<file path="config.mk">
export PLATFORM = sky130hd
export DESIGN_NAME = pgwr_sequencer
export DESIGN_NICKNAME = d
export VERILOG_FILES = /design/src/rtl/pgwr_pkg.sv /design/src/rtl/pgwr_addr_ptr.sv /design/src/rtl/pgwr_page_buf.sv /design/src/rtl/pgwr_cycle_timer.sv /design/src/rtl/pgwr_sequencer.sv
export SDC_FILE = /design/constraint.sdc
export NUM_CORES = 1
export LEC_CHECK = 0
export BUFFER_PORTS_ARGS = -buffer_cell sky130_fd_sc_hd__buf_2
export CAP_MARGIN = 20
export CORE_ASPECT_RATIO = 2
export CORE_UTILIZATION = 35
export CTS_CLUSTER_DIAMETER = 120
export DETAILED_ROUTE_END_ITERATION = 16
export SETUP_SLACK_MARGIN = 0.02
export SLEW_MARGIN = 20
export SYNTH_ARGS = -nofsm -noshare
export SYNTH_HDL_FRONTEND = slang
export SYNTH_HIERARCHICAL = 1
export SYNTH_SLANG_ARGS = --single-unit
</file>
<file path="constraint.sdc">
create_clock -name clk -period 3.5 [get_ports clk]
set_clock_uncertainty 0.1 [all_clocks]
set_input_delay 0.525 -clock clk [delete_from_list [all_inputs] [get_ports clk]]
set_output_delay 0.525 -clock clk [all_outputs]
set_load 0.02 [all_outputs]
</file>
<file path="src/rtl/pgwr_pkg.sv">
package pgwr_pkg;

    typedef enum logic [1:0] {
        ST_IDLE   = 2'd0,
        ST_FILL   = 2'd1,
        ST_PROG   = 2'd2,
        ST_SETTLE = 2'd3
    } pgwr_state_e;

endpackage

</file>
<file path="src/rtl/pgwr_addr_ptr.sv">
module pgwr_addr_ptr #(
    parameter int ADDR_W = 11,
    parameter int COL_W  = 4
) (
    input  logic              clk,
    input  logic              rst_n,
    input  logic              load,
    input  logic [ADDR_W-1:0] load_addr,
    input  logic              step,
    output logic [ADDR_W-1:0] ptr
);
    localparam int PAGE_W = ADDR_W - COL_W;

    logic [PAGE_W-1:0] page_q;
    logic [COL_W-1:0]  col_q;

    always_ff @(posedge clk or negedge rst_n) begin
        if (!rst_n) begin
            page_q <= '0;
            col_q  <= '0;
        end else if (load) begin
            page_q <= load_addr[ADDR_W-1:COL_W];
            col_q  <= load_addr[COL_W-1:0];
        end else if (step) begin
            col_q  <= col_q + 1'b1;
        end
    end

    assign ptr = {page_q, col_q};


    page_fixed_chk: assert property (@(posedge clk) disable iff (!rst_n)
        (step && !load) |=> (ptr[ADDR_W-1:COL_W] == $past(ptr[ADDR_W-1:COL_W])));


    col_wrap_chk: assert property (@(posedge clk) disable iff (!rst_n)
        (step && !load && ptr[COL_W-1:0] == {COL_W{1'b1}}) |=> (ptr[COL_W-1:0] == '0));

endmodule

</file>
<file path="src/rtl/pgwr_page_buf.sv">
module pgwr_page_buf #(
    parameter int PAGE_BYTES = 16,
    parameter int DATA_W     = 8,
    parameter int COL_W      = 4
) (
    input  logic              clk,
    input  logic              rst_n,
    input  logic              wr_en,
    input  logic [COL_W-1:0]  wr_col,
    input  logic [DATA_W-1:0] wr_data,
    input  logic              clr,
    input  logic [COL_W-1:0]  rd_col,
    output logic [DATA_W-1:0] rd_data,
    output logic              rd_valid,
    output logic              any_valid
);
    logic [DATA_W-1:0]     slot_data [PAGE_BYTES];
    logic [PAGE_BYTES-1:0] slot_vld;

    for (genvar i = 0; i < PAGE_BYTES; i++) begin : g_slot
        always_ff @(posedge clk or negedge rst_n) begin
            if (!rst_n) begin
                slot_data[i] <= '0;
                slot_vld[i]  <= 1'b0;
            end else if (clr) begin
                slot_vld[i]  <= 1'b0;
            end else if (wr_en && wr_col == COL_W'(i)) begin
                slot_data[i] <= wr_data;
                slot_vld[i]  <= 1'b1;
            end
        end
    end

    assign rd_data   = slot_data[rd_col];
    assign rd_valid  = slot_vld[rd_col];
    assign any_valid = |slot_vld;


    clear_all_chk: assert property (@(posedge clk) disable iff (!rst_n)
        clr |=> !any_valid);


    write_marks_chk: assert property (@(posedge clk) disable iff (!rst_n)
        (wr_en && !clr) |=> any_valid);

endmodule

</file>
<file path="src/rtl/pgwr_cycle_timer.sv">
module pgwr_cycle_timer #(
    parameter int LIMIT = 40,
    parameter int CNT_W = 6
) (
    input  logic             clk,
    input  logic             rst_n,
    input  logic             run,
    output logic [CNT_W-1:0] cnt,
    output logic             last
);
    always_ff @(posedge clk or negedge rst_n) begin
        if (!rst_n) begin
            cnt <= '0;
        end else if (!run || last) begin
            cnt <= '0;
        end else begin
            cnt <= cnt + 1'b1;
        end
    end

    assign last = run && (cnt == CNT_W'(LIMIT - 1));


    cnt_range_chk: assert property (@(posedge clk) disable iff (!rst_n)
        cnt <= CNT_W'(LIMIT - 1));

endmodule

</file>
<file path="src/rtl/pgwr_sequencer.sv">
module pgwr_sequencer
    import pgwr_pkg::*;
#(
    parameter int ADDR_W     = 11,
    parameter int DATA_W     = 8,
    parameter int PAGE_BYTES = 16,
    parameter int WR_CYCLES  = 40
) (
    input  logic              clk,
    input  logic              rst_n,
    input  logic              addr_load,
    input  logic [ADDR_W-1:0] addr_in,
    input  logic              byte_stb,
    input  logic [DATA_W-1:0] byte_in,
    input  logic              stop_stb,
    input  logic              abort_stb,
    input  logic              wp,
    output logic              busy,
    output logic              mem_we,
    output logic [ADDR_W-1:0] mem_addr,
    output logic [DATA_W-1:0] mem_wdata,
    output logic [ADDR_W-1:0] ptr_addr
);
    localparam int COL_W = $clog2(PAGE_BYTES);
    localparam int CNT_W = $clog2(WR_CYCLES + 1);

    pgwr_state_e state_q, state_d;

    logic              acc_load, acc_byte, go_commit, drop, buf_clr;
    logic              run, tmr_last, prog_end;
    logic [CNT_W-1:0]  cnt;
    logic [COL_W-1:0]  rd_col;
    logic [DATA_W-1:0] rd_data;
    logic              rd_valid, any_valid;

    assign acc_load  = (state_q == ST_IDLE) && addr_load && !abort_stb;
    assign drop      = (state_q == ST_FILL) && abort_stb;
    assign acc_byte  = (state_q == ST_FILL) && byte_stb && !abort_stb && !stop_stb;
    assign go_commit = (state_q == ST_FILL) && stop_stb && !abort_stb && any_valid;
    assign run       = (state_q == ST_PROG) || (state_q == ST_SETTLE);
    assign prog_end  = (cnt == CNT_W'(PAGE_BYTES - 1));
    assign buf_clr   = acc_load || drop || ((state_q == ST_SETTLE) && tmr_last);
    assign rd_col    = cnt[COL_W-1:0];

    pgwr_addr_ptr #(.ADDR_W(ADDR_W), .COL_W(COL_W)) u_ptr (
        .clk       (clk),
        .rst_n     (rst_n),
        .load      (acc_load),
        .load_addr (addr_in),
        .step      (acc_byte),
        .ptr       (ptr_addr)
    );

    pgwr_page_buf #(.PAGE_BYTES(PAGE_BYTES), .DATA_W(DATA_W), .COL_W(COL_W)) u_buf (
        .clk       (clk),
        .rst_n     (rst_n),
        .wr_en     (acc_byte),
        .wr_col    (ptr_addr[COL_W-1:0]),
        .wr_data   (byte_in),
        .clr       (buf_clr),
        .rd_col    (rd_col),
        .rd_data   (rd_data),
        .rd_valid  (rd_valid),
        .any_valid (any_valid)
    );

    pgwr_cycle_timer #(.LIMIT(WR_CYCLES), .CNT_W(CNT_W)) u_tmr (
        .clk   (clk),
        .rst_n (rst_n),
        .run   (run),
        .cnt   (cnt),
        .last  (tmr_last)
    );

    // next-state logic
    always_comb begin
        state_d = state_q;
        unique case (state_q)
            ST_IDLE: begin
                if (acc_load) state_d = ST_FILL;
            end
            ST_FILL: begin
                if (drop)                state_d = ST_IDLE;
                else if (go_commit)      state_d = ST_PROG;
                else if (stop_stb)       state_d = ST_IDLE;
            end
            ST_PROG: begin
                if (prog_end) state_d = ST_SETTLE;
            end
            ST_SETTLE: begin
                if (tmr_last) state_d = ST_IDLE;
            end
            default: state_d = ST_IDLE;
        endcase
    end

    // state register
    always_ff @(posedge clk or negedge rst_n) begin
        if (!rst_n) state_q <= ST_IDLE;
        else        state_q <= state_d;
    end

    // outputs
    always_comb begin
        busy      = 1'b0;
        mem_we    = 1'b0;
        mem_addr  = {ptr_addr[ADDR_W-1:COL_W], rd_col};
        mem_wdata = rd_data;
        unique case (state_q)
            ST_IDLE, ST_FILL: begin
                busy = 1'b0;
            end
            ST_PROG: begin
                busy   = 1'b1;
                mem_we = rd_valid && !wp;
            end
            ST_SETTLE: begin
                busy = 1'b1;
            end
            default: busy = 1'b0;
        endcase
    end


    start_on_stop_chk: assert property (@(posedge clk) disable iff (!rst_n)
        $rose(busy) |-> ($past(state_q) == ST_FILL && $past(stop_stb)));


    write_in_busy_chk: assert property (@(posedge clk) disable iff (!rst_n)
        mem_we |-> busy);


    write_in_page_chk: assert property (@(posedge clk) disable iff (!rst_n)
        mem_we |-> (mem_addr[ADDR_W-1:COL_W] == ptr_addr[ADDR_W-1:COL_W]));


    ptr_hold_chk: assert property (@(posedge clk) disable iff (!rst_n)
        (busy && $past(busy)) |-> $stable(ptr_addr));


    abort_no_cycle_chk: assert property (@(posedge clk) disable iff (!rst_n)
        drop |=> !busy);

endmodule

</file>
After elaboration in Yosys (flattened, before gate mapping) --
Index checks and enable logic that the tools add are counted.
Storage, ports and cells: bits in registers 163, input port bits 26, output and inout port bits 32, word-level logic and storage cells 190
Cells by class: $add $sub $neg 2, magnitude comparators 2, equality and inequality tests 24, multiplexer cells 49, bitwise logic cells 2, reduce and logical (&&, ||, !) cells 75
Operators by type and width (number):
- 2-to-1 mux 1 bit | 34
- nonzero test 2 bit | 17
- binary-select mux 8 bit (select 4 bit) | 1
- == test 4 bit (second input constant) | 8
- AND reduction 2 bit | 16
- logical AND 1 bit | 28
- == test 4 x 3 -> 1 bit (second input constant) | 4
- 2-to-1 mux 8 bit | 2
- OR reduction 16 bit | 1
- 2-to-1 mux 2 bit | 6
- == test 4 x 2 -> 1 bit (second input constant) | 2
- 2-to-1 mux 4 bit | 2
- one-hot mux 2 bit (4 select lines) | 1
- adder 6 x 1 -> 6 bit (second input constant) | 1
- == test 6 x 4 -> 1 bit (second input constant) | 1
- == test 6 bit (second input constant) | 1
- 2-to-1 mux 6 bit | 1
- inequality test 2 bit (second input constant) | 3
- greater-or-equal comparator 5 bit (second input constant) | 1
- less-than comparator 4 x 5 -> 1 bit (second input constant) | 1
- NOT 4 -> 5 bit | 1
- adder 4 x 1 -> 4 bit (second input constant) | 1
- binary-select mux 1 bit (select 4 bit) | 1
- == test 2 bit (second input constant) | 2
- other kinds (11) | 18

Longest topological paths before layout --
depth after elaboration 7, depth in mapped cells 9, depth with buffers taken out 8

By module --
Netlist, hierarchy kept.
By module, submodules not included:
- pgwr_page_buf | times used 1, cells an instance 420, area each 6617.6 sq um, seq. area each 3603.5 sq um
- pgwr_addr_ptr | times used 1, cells an instance 33, area each 467.9 sq um, seq. area each 275.3 sq um
- pgwr_cycle_timer | times used 1, cells an instance 25, area each 276.5 sq um, seq. area each 150.1 sq um
- pgwr_sequencer | times used 1, cells an instance 28, area each 230.2 sq um, seq. area each 50.0 sq um

Worst setup path before layout --
OpenSTA, ideal clock, no wires.
kind flip-flop to flip-flop, start register u_tmr.cnt[0], end register u_buf/slot_data[0] in the netlist's numbering, arrival 2382 ps, data required time 3275 ps, path slack 893 ps, cell stages (with the launch flop) 10, path buffers 1, period minus slack after synthesis 2607 ps, cells stage by stage dfrtp_1 ha_1 nand4b_1 nor3b_1 nand3_1 o21ai_0 and4b_1 and3_1 buf_2 mux2_2
Between the ends: cells in the longest elaborated chain, start to end 6
RTL lines:
- from (decl) | RTL line pgwr_cycle_timer.sv:8 | output logic [CNT_W-1:0] cnt,
- from (signal assigned) | RTL line pgwr_cycle_timer.sv:17 | cnt <= cnt + 1'b1;
- == test 6 bit | RTL line pgwr_cycle_timer.sv:21 | assign last = run && (cnt == CNT_W'(LIMIT - 1));
- logical AND 1 bit | RTL line pgwr_cycle_timer.sv:21
- via tmr_last | RTL line pgwr_sequencer.sv:30 | logic run, tmr_last, prog_end;
- logical AND 1 bit | RTL line pgwr_sequencer.sv:42 | assign buf_clr = acc_load || drop || ((state_q == ST_SETTLE) && tmr_last);
- logical OR 1 bit | RTL line pgwr_sequencer.sv:42
- via buf_clr | RTL line pgwr_sequencer.sv:29 | logic acc_load, acc_byte, go_commit, drop, buf_clr;
- NOT 1 bit (no line)
- AND reduction 2 bit (no line)
- to (signal, indexed assignment) | RTL line pgwr_page_buf.sv:28 | slot_data[i] <= wr_data;
- to (decl) | RTL line pgwr_page_buf.sv:17 | logic [DATA_W-1:0] slot_data [PAGE_BYTES];
The timed path passes the listed nets, and every way through them passes these cells. A chain may end at the register's enable or synchronous reset.

Worst setup path after layout --
start register u_tmr.cnt[0], end output mem_wdata[3]
Between the ends: cells in the longest elaborated chain, start to end 4
RTL lines:
- NOT 4 -> 5 bit (implied by the code) | RTL line pgwr_page_buf.sv:34 | assign rd_data = slot_data[rd_col];
- binary-select mux 8 bit (select 4 bit) | RTL line pgwr_page_buf.sv:34
- 2-to-1 mux 8 bit (implied by the code) (2 in a row) | RTL line pgwr_page_buf.sv:34
- to (decl) | RTL line pgwr_sequencer.sv:21 | output logic [DATA_W-1:0] mem_wdata,
No other way between the ends. The select of a mux whose other input is x is not followed.

==> results.toml <==
[power_and_ir_drop]
proportion_of_power_drawn_by_the_clock_network = 0.342
power.total_mw = 5.565
vdd_drop_max_mv = 0.2747
seq_power_share = 0.429
internal-power_mw = 3.898
p_leak_nw = 4.269
areal_power_density_over_the_cells_mw_per_mm2 = 642.9
power_switching_mw = 1.667
switching_fraction = 0.2996
p_comb_frac = 0.228

[clock_tree]
tritoncts_num_sinks = 163
post_cts_hold_buffer_count = 0
worstSkewPairLatency_ns = 0.43
tritoncts = "done"
tritoncts.num_buffers = 17
htree_levels = 4
number_of_buffers_between_clock_root_and_the_deepest_sink = 2
clock_transition_at_path_regs_ns = 0.06
cts.repair.resized = 0
cts-root-buf = "sky130_fd_sc_hd__clkbuf_16"
post-cts-setup-buffer-count = 0

[sta]
rsz_0062_raised_after_global_routing = "no"
tns_ns = 0
hold_violations = 18
final.period_utilization = 0.9504
slew_headroom = 0.2821
finalSetupViolCount = 0
fin_worst_hold_slack_ns = -0.01915
tightestPinTransition_ns = 1.075
peak_clock_frequency_supported_by_timing_ghz = 0.3006
period_minus_slack_ns = 3.326
max_slew_vio_count = 0

[critical_path]
crit_path_start_kind = "register"
setup_cp_type = "reg2out"
critical_path_required_ns = 2.87
cp.arrival_ns = 2.70
critPathCaptureType = "primary output"
critical_path.max_fanout = 26

[route]
drt-initial-drc-count = 220
wire_per_inst_um = 20.70
drc = 0
drt.antenna.violating_nets = 0
postRouteWirelength_um = 17310
viasPerCell = 5.361
drt_pass1_iterations = 5
route.vias.total = 4482

[logic_synthesis]
post_synth_main_area_contributors = "sky130_fd_sc_hd__dfrtp_1, sky130_fd_sc_hd__mux2_2, sky130_fd_sc_hd__mux4_1"
cell_area_synth_mm2 = 0.007592
synth_async_sr_flop_share = 1.000
synth_fp_nets = 534
post_synth_mux_area_share = 0.3200
synth-compound-area-share = 0.03873
synth-simple-area-share = 0.05636
synth-edff-count = 0
synth_seq_cells = 163
ys_seq_area_frac = 0.5372
synth_top_family_by_area = "multiplexers"
synth_top_area_frac = 0.5372
distinct_cell_type_count_of_the_synthesized_netlist = 46
postSynthAreaPerCell_um2 = 15.00
synth_flop_cell = "sky130_fd_sc_hd__dfrtp_1"
ys.warnings.count = 6
cell_taking_the_most_area_after_synthesis = "sky130_fd_sc_hd__dfrtp_1"
synth_xor_xnor_area_share = 0.006922
synth_fa_ha_area_frac = 0.003296
syn-instance-count = 506

[die]
start_util = 0.3596
die_width_um = 106.1
die-area_mm2 = 0.02232
fp.dieH_um = 210.3
num_io_pins = 58
cell_row_count = 75
core_region_area_mm2 = 0.02111

[cells_and_area]
areaGrowthSynthToFinish_pct = 14.01
final_cells = 836
layout.nets = 582
layout.cell_area.non_filler_mm2 = 0.008656
antenna_cells_inserted = 0
layout_cell_share_with_drive_strength_beyond_1 = 0.4533
fillerInstances = 1942

[global_routing]
grt.overflow.total = 0
groute.usage.overall = 0.1665
grt_pass1_wl_um = 27500
grt_max_degree = 70
antenna_found_initial = 0
number_of_global_route_vias_before_repair = 4915

[outcome]
outcome = "complete, but fails checks"
failed_checks = "hold timing"

[job]
maxCapViolCount = 0

[placed_design]
gp_congestion = 0.7526
detailed_place.area_mm2 = 0.008048
portBuffers = 57
placed_cells_incl_taps = 804
hpwlAfterDp_um = 11740

[worst_hold_path]
holdCritPathClass = "in2async"
cell families after synthesis:
logic type	count (synthesis)
adders and majority gates	2
buffers and inverters	47
xor gates and xnor gates	6
and+or+nand+nor	70
DFF	163
AOI/OAI and AO/OA	45
muxes	173
placed cells by master, fill, tap and decap left out, drive strengths merged:
cell type	synthesis	routed
and2b	2	2
a22oi	18	18
dfrtp	163	163
o21a	1	1
mux4	36	36
nand3	3	3
a21oi	2	2
clkinv	0	7
and4bb	3	3
nor4	4	4
nand4b	2	2
or3	1	1
o21ai	17	17
clkbuf	11	17
a21o	6	6
xor2	3	3
nand2	26	26
xnor2	3	3
nor2b	4	4
clkinvlp	0	3
nor3b	2	2
and2	6	6
bufinv	0	3
and4b	2	2
o211ai	1	1
ha	2	2
nor4b	1	1
mux2i	1	1
nand4	2	2
mux2	136	136
buf	22	64
nor2	6	6
and3	5	5
or4	1	1
inv	12	14
power groups by stage:
stage | Clock, mW | Combinational [mW] | Sequential (mW)
floorplan | 0 | 0.916 | 2.45
global route | 2.03 | 1.36 | 2.43
CTS | 1.96 | 1.29 | 2.39
finish | 1.90 | 1.27 | 2.39
detailed placement | 0 | 1.29 | 2.42
global placement | 0 | 1.25 | 2.40
worst paths after layout:
check / start / to / slack, ns / depth (start not counted)
min in group clk: addr_in[0] / u_ptr/col_q[0] / 0.21 / 3
min reg2reg: u_buf/slot_data[80] / u_buf/slot_data[80] / 0.40 / 1
max: u_tmr/cnt[0] / mem_wdata[3] / 0.17 / 6
max reg2reg: u_tmr/cnt[3] / u_buf/slot_data[53] / 0.57 / 7
min: rst_n / asynchronous set/reset pin / -0.02 / 1
max in group asynchronous: rst_n / u_buf/slot_data[5] / 2.47 / 2
layer usage:
layer / track usage / wire length [µm] / vias up / part of all wire
met1: 0.1792 / 6440 / 2369 / 0.37
met2: 0.3047 / 9722 / 103 / 0.56
met4: 0.09100 / 629 / 0 / 0.036
met5: 0 / 0 / - / 0
met3: 0.02752 / 515 / 33 / 0.030
li1: - / - / 1977 / -
worst max-delay path, cell delays in order, from the launching register on:
cell and delay, ns:
sky130_fd_sc_hd__dfrtp_2 0.36, sky130_fd_sc_hd__buf_4 0.42, sky130_fd_sc_hd__buf_4 0.39, sky130_fd_sc_hd__mux4_1 0.60, sky130_fd_sc_hd__a22oi_1 0.21, sky130_fd_sc_hd__nand2_1 0.10
sky130_fd_sc_hd__buf_2 0.17
state kept, by name, summed over array words and instances (netlist names), named ones only:
signal and count:
u_buf/slot_data 128, u_ptr/col_q 4, u_tmr/cnt 6, state_q 1
u_ptr/page_q 7, u_buf/slot_vld 16
cell type report:
| class | instances | area (µm²) | area share |
|---|---|---|---|
| Clock buffer | 17 | 425.4 | 0.04915 |
| Tap cell | 269 | 336.6 | 0.03888 |
| Multi-Input combinational cell | 296 | 3229 | 0.3731 |
| Inverter | 12 | 45.04 | 0.005204 |
| Clock inverter | 15 | 182.7 | 0.02110 |
| Sequential cell | 163 | 4080 | 0.4714 |
| Timing Repair Buffer | 64 | 356.6 | 0.04120 |
cells in the mapped netlist, types with 3 or more instances:
master / instances
sky130_fd_sc_hd__and3_1: 5
sky130_fd_sc_hd__mux4_1: 20
sky130_fd_sc_hd__a21o_1: 6
sky130_fd_sc_hd__buf_2: 7
sky130_fd_sc_hd__nand2_2: 3
sky130_fd_sc_hd__xnor2_1: 3
sky130_fd_sc_hd__nor2_1: 6
sky130_fd_sc_hd__nand2_1: 23
sky130_fd_sc_hd__nor4_1: 4
sky130_fd_sc_hd__nor2b_1: 4
sky130_fd_sc_hd__buf_4: 10
sky130_fd_sc_hd__clkbuf_1: 10
sky130_fd_sc_hd__mux2_2: 136
sky130_fd_sc_hd__and2_1: 6
sky130_fd_sc_hd__o21ai_0: 16
sky130_fd_sc_hd__dfrtp_1: 163
sky130_fd_sc_hd__buf_6: 4
sky130_fd_sc_hd__a22oi_1: 18
sky130_fd_sc_hd__inv_1: 12
sky130_fd_sc_hd__xor2_1: 3
sky130_fd_sc_hd__mux4_2: 15
through the flow:
step                hold WS [ns]    util  setup slack, ns
finish                  -0.01915  0.4100           0.1737
global route             0.02679  0.4100          0.04258
CTS                    0.0001275  0.4100           0.1210
detailed placement        0.3849  0.3812           0.5906
global placement          0.3784  0.3812           0.6206
floorplan                 0.1294       -           0.8934
No activity file was read; power rests on OpenSTA's default activity.
